==> config.mk <==
export PLATFORM = sky130hd
export DESIGN_NAME = csk_cond_unit
export DESIGN_NICKNAME = d
export VERILOG_FILES = /design/src/rtl/csk_pkg.sv /design/src/rtl/csk_lane.sv /design/src/rtl/csk_judge.sv /design/src/rtl/csk_cond_unit.sv
export SDC_FILE = /design/constraint.sdc
export NUM_CORES = 1
export LEC_CHECK = 0
export BUFFER_PORTS_ARGS = -buffer_cell sky130_fd_sc_hd__buf_2
export CAP_MARGIN = 20
export CORE_MARGIN = 4
export CORE_UTILIZATION = 55
export CTS_BUF_LIST = sky130_fd_sc_hd__clkbuf_16
export DETAILED_ROUTE_END_ITERATION = 8
export PLACE_DENSITY = 0.94
export SYNTH_ARGS = -nofsm -noshare
export SYNTH_HDL_FRONTEND = slang
export SYNTH_SLANG_ARGS = --single-unit
==> constraint.sdc <==
create_clock -name clk -period 3.9 [get_ports clk]
set_input_delay 0.585 -clock clk [delete_from_list [all_inputs] [get_ports clk]]
set_output_delay 0.585 -clock clk [all_outputs]
set_load 0.1 [all_outputs]
==> src/rtl/csk_pkg.sv <==
package csk_pkg;

    typedef enum logic [2:0] {
        CC_NEVER  = 3'd0,
        CC_LT     = 3'd1,
        CC_EQ     = 3'd2,
        CC_LE     = 3'd3,
        CC_ALWAYS = 3'd4,
        CC_GE     = 3'd5,
        CC_NE     = 3'd6,
        CC_GT     = 3'd7
    } cmp_code_e;

    typedef enum logic [2:0] {
        TC_ANY_SET  = 3'd0,
        TC_NONE_SET = 3'd1,
        TC_ALL_SET  = 3'd2,
        TC_ALL_CLR  = 3'd3,
        TC_ANY_CLR  = 3'd4,
        TC_NONE_CLR = 3'd5,
        TC_RSVD6    = 3'd6,
        TC_RSVD7    = 3'd7
    } test_code_e;

    typedef enum logic [1:0] {
        SC_WHOLE = 2'd0,
        SC_BOTH  = 2'd1,
        SC_UPPER = 2'd2,
        SC_LOWER = 2'd3
    } scope_e;

    typedef struct packed {
        logic lt;
        logic eq;
        logic any_set;
        logic any_clr;
        logic mask_nz;
    } lane_flags_t;

    function automatic logic cmp_decide(cmp_code_e c, lane_flags_t f);
        case (c)
            CC_NEVER:  return 1'b0;
            CC_LT:     return f.lt;
            CC_EQ:     return f.eq;
            CC_LE:     return f.lt | f.eq;
            CC_ALWAYS: return 1'b1;
            CC_GE:     return ~f.lt;
            CC_NE:     return ~f.eq;
            default:   return ~f.lt & ~f.eq;
        endcase
    endfunction

    function automatic logic test_decide(test_code_e c, lane_flags_t f);
        case (c)
            TC_ANY_SET:  return f.any_set;
            TC_NONE_SET: return ~f.any_set;
            TC_ALL_SET:  return f.mask_nz & ~f.any_clr;
            TC_ALL_CLR:  return f.mask_nz & ~f.any_set;
            TC_ANY_CLR:  return f.any_clr;
            TC_NONE_CLR: return ~f.any_clr;
            default:     return 1'b0;
        endcase
    endfunction

endpackage

==> src/rtl/csk_lane.sv <==
module csk_lane
    import csk_pkg::*;
#(
    parameter int LANE_W = 32
) (
    input  logic [LANE_W-1:0] a,
    input  logic [LANE_W-1:0] b,
    input  logic              uns,
    output lane_flags_t       flags
);
    logic [LANE_W-1:0] hit_set;
    logic [LANE_W-1:0] hit_clr;

    always_comb begin
        hit_set        = a & b;
        hit_clr        = ~a & b;
        flags.lt       = uns ? (a < b) : ($signed(a) < $signed(b));
        flags.eq       = (a == b);
        flags.any_set  = |hit_set;
        flags.any_clr  = |hit_clr;
        flags.mask_nz  = |b;
    end
endmodule

==> src/rtl/csk_judge.sv <==
module csk_judge
    import csk_pkg::*;
(
    input  lane_flags_t flags,
    input  logic        is_test,
    input  logic [2:0]  code,
    output logic        verdict
);
    always_comb begin
        if (is_test)
            verdict = test_decide(test_code_e'(code), flags);
        else
            verdict = cmp_decide(cmp_code_e'(code), flags);
    end
endmodule

==> src/rtl/csk_cond_unit.sv <==
module csk_cond_unit
    import csk_pkg::*;
#(
    parameter int WORD_W = 64
) (
    input  logic              clk,
    input  logic              rst,
    input  logic              in_valid,
    input  logic              in_kind,
    input  logic [1:0]        in_scope,
    input  logic              in_unsigned,
    input  logic [2:0]        in_code,
    input  logic [WORD_W-1:0] in_opnd,
    input  logic [WORD_W-1:0] in_cmp,
    output logic              out_valid,
    output logic              out_cond,
    output logic [WORD_W-1:0] out_pick
);
    localparam int HALF_W = WORD_W / 2;

    lane_flags_t whole_flags;
    logic        whole_v;
    logic [1:0]  half_v;
    logic        cond_c;

    csk_lane #(.LANE_W(WORD_W)) u_whole_lane (
        .a(in_opnd), .b(in_cmp), .uns(in_unsigned), .flags(whole_flags)
    );
    csk_judge u_whole_judge (
        .flags(whole_flags), .is_test(in_kind), .code(in_code), .verdict(whole_v)
    );

    // lane 0 is the lower half, lane 1 the upper half
    for (genvar g = 0; g < 2; g++) begin : g_half
        lane_flags_t hf;
        csk_lane #(.LANE_W(HALF_W)) u_lane (
            .a(in_opnd[g*HALF_W +: HALF_W]),
            .b(in_cmp[g*HALF_W +: HALF_W]),
            .uns(in_unsigned),
            .flags(hf)
        );
        csk_judge u_judge (
            .flags(hf), .is_test(in_kind), .code(in_code), .verdict(half_v[g])
        );
    end

    always_comb begin
        case (scope_e'(in_scope))
            SC_WHOLE: cond_c = whole_v;
            SC_BOTH:  cond_c = &half_v;
            SC_UPPER: cond_c = half_v[1];
            default:  cond_c = half_v[0];
        endcase
    end

    always_ff @(posedge clk) begin
        if (rst) begin
            out_valid <= 1'b0;
            out_cond  <= 1'b0;
            out_pick  <= '0;
        end else begin
            out_valid <= in_valid;
            if (in_valid) begin
                out_cond <= cond_c;
                out_pick <= cond_c ? in_opnd : in_cmp;
            end
        end
    end
endmodule

==> results.yml, run 1 <==
outcome:
  outcome: "finished, final reports clean"
sta:
  fmax_mhz: 275
  clock_skew_ns: 0
  hold_viol_final: 0
  max_slew.worst_pin.slew_ns: 0.914
  period_share: 0.931
  setup-tns-final_ns: 0
  slew_headroom: 0.391
  rsz0062_at_grt: "no"
  drv_slew: 0
  setup_viol: 0
  fin_ws_ns: 0.269
  period_needed_ns: 3.63
floorplan:
  die-area_um2: 15900
  chipHeight_um: 126
  die_w_um: 126
  rows: 42
  start_util: 0.570
  core-area_um2: 13500
  pin_count: 204
worst_setup_path:
  worst-path-buf-inv: 3
  cpPeakStageDelay_ns: 0.49
  slowest_stage: "nor4_1"
  critPathTopFamily: "simple AND/OR/NAND/NOR gates"
  crit_chain: "buf_2, ha_1, nor4_1, nand4_1, nor2_1, mux2i_1, nand3_1, a221o_1, a211oi_1, buf_4, a2bb2oi_4, buf_12, nand4_1, a311oi_1"
  reg2reg_depth: 2
  worstSetupEndpointType: "register"
  cp.depth: 14
  crit_required_ns: 4.14
  crit_fanout: 27
  path_class: "input pin to register"
  crit_top_cell: "nand4_1"
  reg2reg_slack_ns: 3.12
  crit_arrival_ns: 3.87
  startpoint_type: "input pin"
grt:
  grt_max_degree: 71
  grt_pass1_wl_um: 40300
  grt.total_usage: 0.305
  antenna_found_initial: 4
  grt_pass1_vias: 8029
  overflow: 0
power_and_ir_drop:
  power.static_leakage_uw: 0.00486
  power.total_uw: 2910
  peakVddDrop_v: 0.000244
  p_per_area_nw_per_um2: 315
logic_synthesis:
  synth_edf_count: 0
  ys_seq_area_frac: 0.172
  yosysUniqueCellTypes: 51
  synth_ff_type: "dfxtp_1"
  synth-seq-cells: 66
  synth.net_count: 1281
  synthArstFlopShare: 0
  synth_cells: 952
  synth_area_um2: 7660
  syn_area_per_cell_um2: 8.05
  synth_warnings: 0
clocking:
  post-cts-setup-buffers: 0
  clock-root-buffer: "clkbuf_16"
  clk_pin_slew_ns: 0.06
  cts_sinks: 66
  clock_path_buffers: 2
  cts-resized-gates: 0
  cts_buffers: 9
  cts_hold_buf: 0
  cts_tree: "built"
  cts_max_level: 3
  clock_latency_ns: 0.34
drt:
  drtPass1Iterations: 7
  wl_per_cell_um: 19.6
  vias: 8404
  vias_per_cell: 6.44
  drtIter0Drc: 859
  wl_um: 25500
  postRouteAntennaNets: 0
  route.detailed.drc: 0
placed_design:
  dpl_worst_slack_ns: 0.000763
  post_dp_cell_area_um2: 8930
  place_congestion: 0.914
  port_buffers: 203
  dp_hpwl_um: 18700
hold_path:
  hold_path_depth: 2
  hp-class: "register to register"
layout:
  drive_above_1_share: 0.216
  syn2layout_area_growth_pct: 20.5
  final_area_um2: 9230
  layout.nets: 1451
  fillers: 1039
  fin_util: 0.686
flow_run:
  max-cap-violations: 0
==> cell families (layout without fill, tap and decap cells) <==
kind of cell / count (synthesis) / count (layout) / synth area share
other: 0 / 2 / 0
adders and majority gates: 191 / 191 / 0.312
muxes: 3 / 3 / 0.00392
AOI/OAI and AO/OA: 207 / 207 / 0.204
buffers and inverters: 195 / 369 / 0.106
and+or+nand+nor: 290 / 290 / 0.201
DFF: 66 / 66 / 0.172
==> layer usage <==
layer	part of all wire	track usage	up-vias
met5	0.0012	0	-
met4	0.042	0.151	4
met2	0.47	0.501	541
met1	0.39	0.380	3889
li1	-	-	3857
met3	0.10	0.0648	113
==> tightest hold or removal path: stages, from the launching register on <==
cell and delay (ns):
dfxtp_1 0.30, nor2_1 0.08, a311oi_1 0.05
==> state kept, by name, indices dropped and copies added (netlist names) <==
| signal | count |
|---|---|
| out_pick | 64 |
| out_valid | 1 |
| out_cond | 1 |
==> cells in the mapped netlist (2+ instances only) <==
cell type,n,area (µm²)
and4_1,5,43.8
nand2_1,23,86.3
nand3_1,11,55.1
nor2b_1,5,31.3
a21oi_1,32,160
a21o_1,3,22.5
mux2i_1,3,30.0
a211o_1,2,17.5
a2111oi_0,2,17.5
o21ai_1,2,10.0
buf_2,24,120
buf_6,6,67.6
nor3_1,15,75.1
inv_1,130,488
dfxtp_1,66,1320
o211ai_1,2,15.0
buf_4,2,15.0
nor4_1,50,313
nand3b_1,2,15.0
o21ai_0,11,55.1
buf_1,4,15.0
clkbuf_1,29,109
ha_1,191,2390
and3_1,2,12.5
nor2_1,84,315
nand4_1,87,544
a211oi_1,5,37.5
a311oi_1,64,561
o31ai_1,66,495
a21boi_0,3,22.5
==> power breakdown <==
part           switching [µW]  internal, µW  leakage (µW)
sequential               33.0           737      0.000549
combinational             935           346       0.00415
clock                     311           547      0.000153
total                    1280          1630       0.00486
==> path summary, 6_finish.rpt <==
kind,startpoint,to
worst max-delay path,in_cmp[57],out_pick[55]$_SDFFE_PP0P_
worst min register to register,out_pick[2]$_SDFFE_PP0P_,out_pick[2]$_SDFFE_PP0P_
worst max register to register,out_pick[23]$_SDFFE_PP0P_,out_pick[23]$_SDFFE_PP0P_
worst min-delay path,out_pick[2]$_SDFFE_PP0P_,out_pick[2]$_SDFFE_PP0P_
==> per-stage QoR <==
stage	hold WS [ns]	instances
2_1_floorplan	0.755	952
3_3_place_gp	0.468	1287
3_5_place_dp	0.473	1287
4_1_cts	0.481	1302
5_1_grt	0.494	1304
6_report	0.478	1304
==> layout by cell type (no fill, tap or decap), drive strengths merged, types with 13 or more instances in the layout <==
cell | netlist | layout
ha | 191 | 191
dfxtp | 66 | 66
buf | 36 | 224
nor2 | 84 | 84
nand2 | 23 | 23
nor4 | 50 | 50
o31ai | 66 | 66
a21oi | 32 | 32
nor3 | 15 | 15
a311oi | 64 | 64
nand4 | 87 | 87
inv | 130 | 132
o21ai | 13 | 13
==> area by class of cell <==
| cell class | count | area, µm² | area share |
|---|---|---|---|
| antenna | 2 | 5.00 | 0.000542 |
| multi-input combinational | 691 | 5560 | 0.602 |
| sequential | 66 | 1320 | 0.143 |
| clock inverter | 6 | 75.1 | 0.00813 |
| clock buffer | 9 | 225 | 0.0244 |
| inverter | 130 | 488 | 0.0529 |
| timing repair buffer | 224 | 1340 | 0.145 |
| tap | 176 | 220 | 0.0239 |
(Power assumes the default switching activity.)
==> run 2, diff against run 1 <==
--- a/config.mk
+++ b/config.mk
@@ -8,4 +8,5 @@
 export BUFFER_PORTS_ARGS = -buffer_cell sky130_fd_sc_hd__buf_2
 export CAP_MARGIN = 20
+export CORE_ASPECT_RATIO = 0.6
 export CORE_MARGIN = 4
 export CORE_UTILIZATION = 55
==> constraint.sdc (replaced) <==
create_clock -name clk -period 3.4 [get_ports clk]
set_input_delay 0.17 -clock clk [delete_from_list [all_inputs] [get_ports clk]]
set_output_delay 0.17 -clock clk [all_outputs]
set_load 0.1 [all_outputs]
==> results.yml, run 2 (synthesis gave the netlist of run 1 again) <==
outcome:
  outcome: "finished, final reports clean"
sta:
  slew_headroom: 0.451
  period_share: 0.922
  max_slew.worst_pin.slew_ns: 0.803
  period_needed_ns: 3.14
  hold_viol_final: 0
  drv_slew: 0
  setup-tns-final_ns: 0
  fin_ws_ns: 0.264
  fmax_mhz: 319
  setup_viol: 0
  hold_slack_ns: 0.148
  rsz0062_at_grt: "no"
  clock_skew_ns: 0
drt:
  wl_um: 26500
  drtPass1Iterations: 6
  wl_per_cell_um: 20.2
  route.detailed.drc: 0
  vias_per_cell: 6.47
  vias: 8471
  drtIter0Drc: 869
  postRouteAntennaNets: 0
layout:
  reg.largest.list: "out_pick x64, out_cond x1, out_valid x1"
  fin_util: 0.679
  layout_commonest_cell: "buf_2"
  most-common-layout-cells: "buf_2 (202), ha_1 (191), inv_1 (131)"
  top_register: "out_pick"
  syn2layout_area_growth_pct: 20.8
  fillers: 1123
  ff_latch_area_um2: 1320
  largest_reg_flops: 64
  drive_above_1_share: 0.224
  multiInputGateArea_um2: 5570
  layout.nets: 1457
  stdcell_count: 1309
power_and_ir_drop:
  power.static_leakage_uw: 0.00487
  switching_share: 0.464
  p_per_area_nw_per_um2: 348
  p_clk_frac: 0.262
  power_frac_seq: 0.274
  p_int_uw: 1730
  power.switching_uw: 1490
  combPwrFrac: 0.464
  peakVddDrop_v: 0.000317
placed_design:
  place_congestion: 0.981
  dpl_worst_slack_ns: -0.0594
  dp_hpwl_um: 20200
  port_buffers: 203
  placedCellCount: 1289
floorplan:
  core-area_um2: 13600
  die_w_um: 160
  chipHeight_um: 99.4
  start_util: 0.562
  pin_count: 204
  rows: 33
  die-area_um2: 15900
worst_setup_path:
  cpPeakStageDelay_ns: 0.44
  rr_startpoint: "out_pick[1]$_SDFFE_PP0P_"
  reg2reg_depth: 2
  reg2reg_to: "out_pick[1]$_SDFFE_PP0P_"
  crit_chain: "buf_2, inv_1, ha_1, a21o_1, nand3_1, a21oi_1, o41a_1, nor4_1, nor3_1, or3b_4, a2bb2oi_4, buf_4, nand4_1, a311oi_1"
  startpoint_type: "input pin"
  crit_arrival_ns: 3.37
  slowest_stage: "or3b_4"
  crit_required_ns: 3.63
  crit_fanout: 15
  reg2reg_slack_ns: 2.62
  path_class: "input pin to register"
  worstSetupEndpointType: "register"
grt:
  grt_max_degree: 121
  grt.total_usage: 0.314
  met3_usage: 0.0961
  grt_pass1_wl_um: 41200
  overflow: 0
  use_met1: 0.461
  top_usage_layer: "met1"
  grt_pass1_vias: 7743
  use_met2: 0.448
  antenna_found_initial: 1
hold_path:
  hp-start: "in_opnd[13]"
  holdPathEnd: "out_pick[13]$_SDFFE_PP0P_"
  hp-class: "input pin to register"
  hold_path_depth: 3
clocking:
  cts_hold_buf: 0
  clk_pin_slew_ns: 0.06
  clock_latency_ns: 0.33
  clock_path_buffers: 2
  cts_max_level: 3
  cts_tree: "built"
  clock-root-buffer: "clkbuf_16"
  cts_sinks: 66
  cts_buffers: 9
flow_run:
  max-cap-violations: 0
[run 2: timing repair]
| item | CTS | global route |
|---|---|---|
| hold endpoints to repair | 0 | 0 |
| setup buffers | 0 | 1 |
| setup endpoints to repair | 0 | 21 |
| gates resized for setup | 0 | 4 |
[run 2: how the worst max path moves through the flow]
stage	startpoint	endpoint	slack, ns	cells past startpoint
global route	in_opnd[56]	out_pick[29]$_SDFFE_PP0P_	0.01	15
floorplan	in_opnd[5]	out_pick[36]$_SDFFE_PP0P_	0.40	14
finish	in_opnd[9]	out_pick[27]$_SDFFE_PP0P_	0.26	14
detailed placement	in_cmp[50]	out_pick[23]$_SDFFE_PP0P_	-0.06	14
global placement	in_opnd[38]	out_pick[14]$_SDFFE_PP0P_	0.08	15
CTS	in_cmp[50]	out_pick[27]$_SDFFE_PP0P_	0.26	14
[run 2: layout make-up]
cell class,instances,share of cell area
multi-input cells,691,0.602
repair buffers,230,0.151
flip-flops and latches,66,0.143
inverters,130,0.0527
clock buffers,9,0.0243
well taps,175,0.0237
clock inverters,5,0.00270
diodes,3,0.000811
[run 2: critical path: cells and delay by family]
kind | cells | cell delay [ns]
AOI/OAI and AO/OA | 5 | 1.22
adders and majority gates | 1 | 0.31
buffers and inverters | 3 | 0.44
and+or+nand+nor | 5 | 1.20
[run 2: power groups by stage]
stage / Sequential (µW) / Combinational, µW / Clock [µW]
5_1_grt: 890 / 1580 / 874
2_1_floorplan: 1400 / 524 / 0
4_1_cts: 882 / 1460 / 844
3_5_place_dp: 896 / 1450 / 0
6_report: 883 / 1490 / 843
3_3_place_gp: 895 / 1420 / 0
[run 2: stage by stage]
| step | instance area, µm² | power, µW |
|---|---|---|
| detailed placement | 8930 | 2350 |
| global placement | 8930 | 2310 |
| floorplan | 7660 | 1920 |
| finish | 9260 | 3220 |
| global route | 9250 | 3350 |
| CTS | 9190 | 3180 |
[run 2: metal layers]
layer  share of wire  wire length (µm)  vias to the layer above
met5               0                 0                        -
met2            0.40             10600                      603
met3            0.14              3620                       63
met1            0.44             11700                     3933
met4           0.019               502                        0
li1                -                 -                     3872
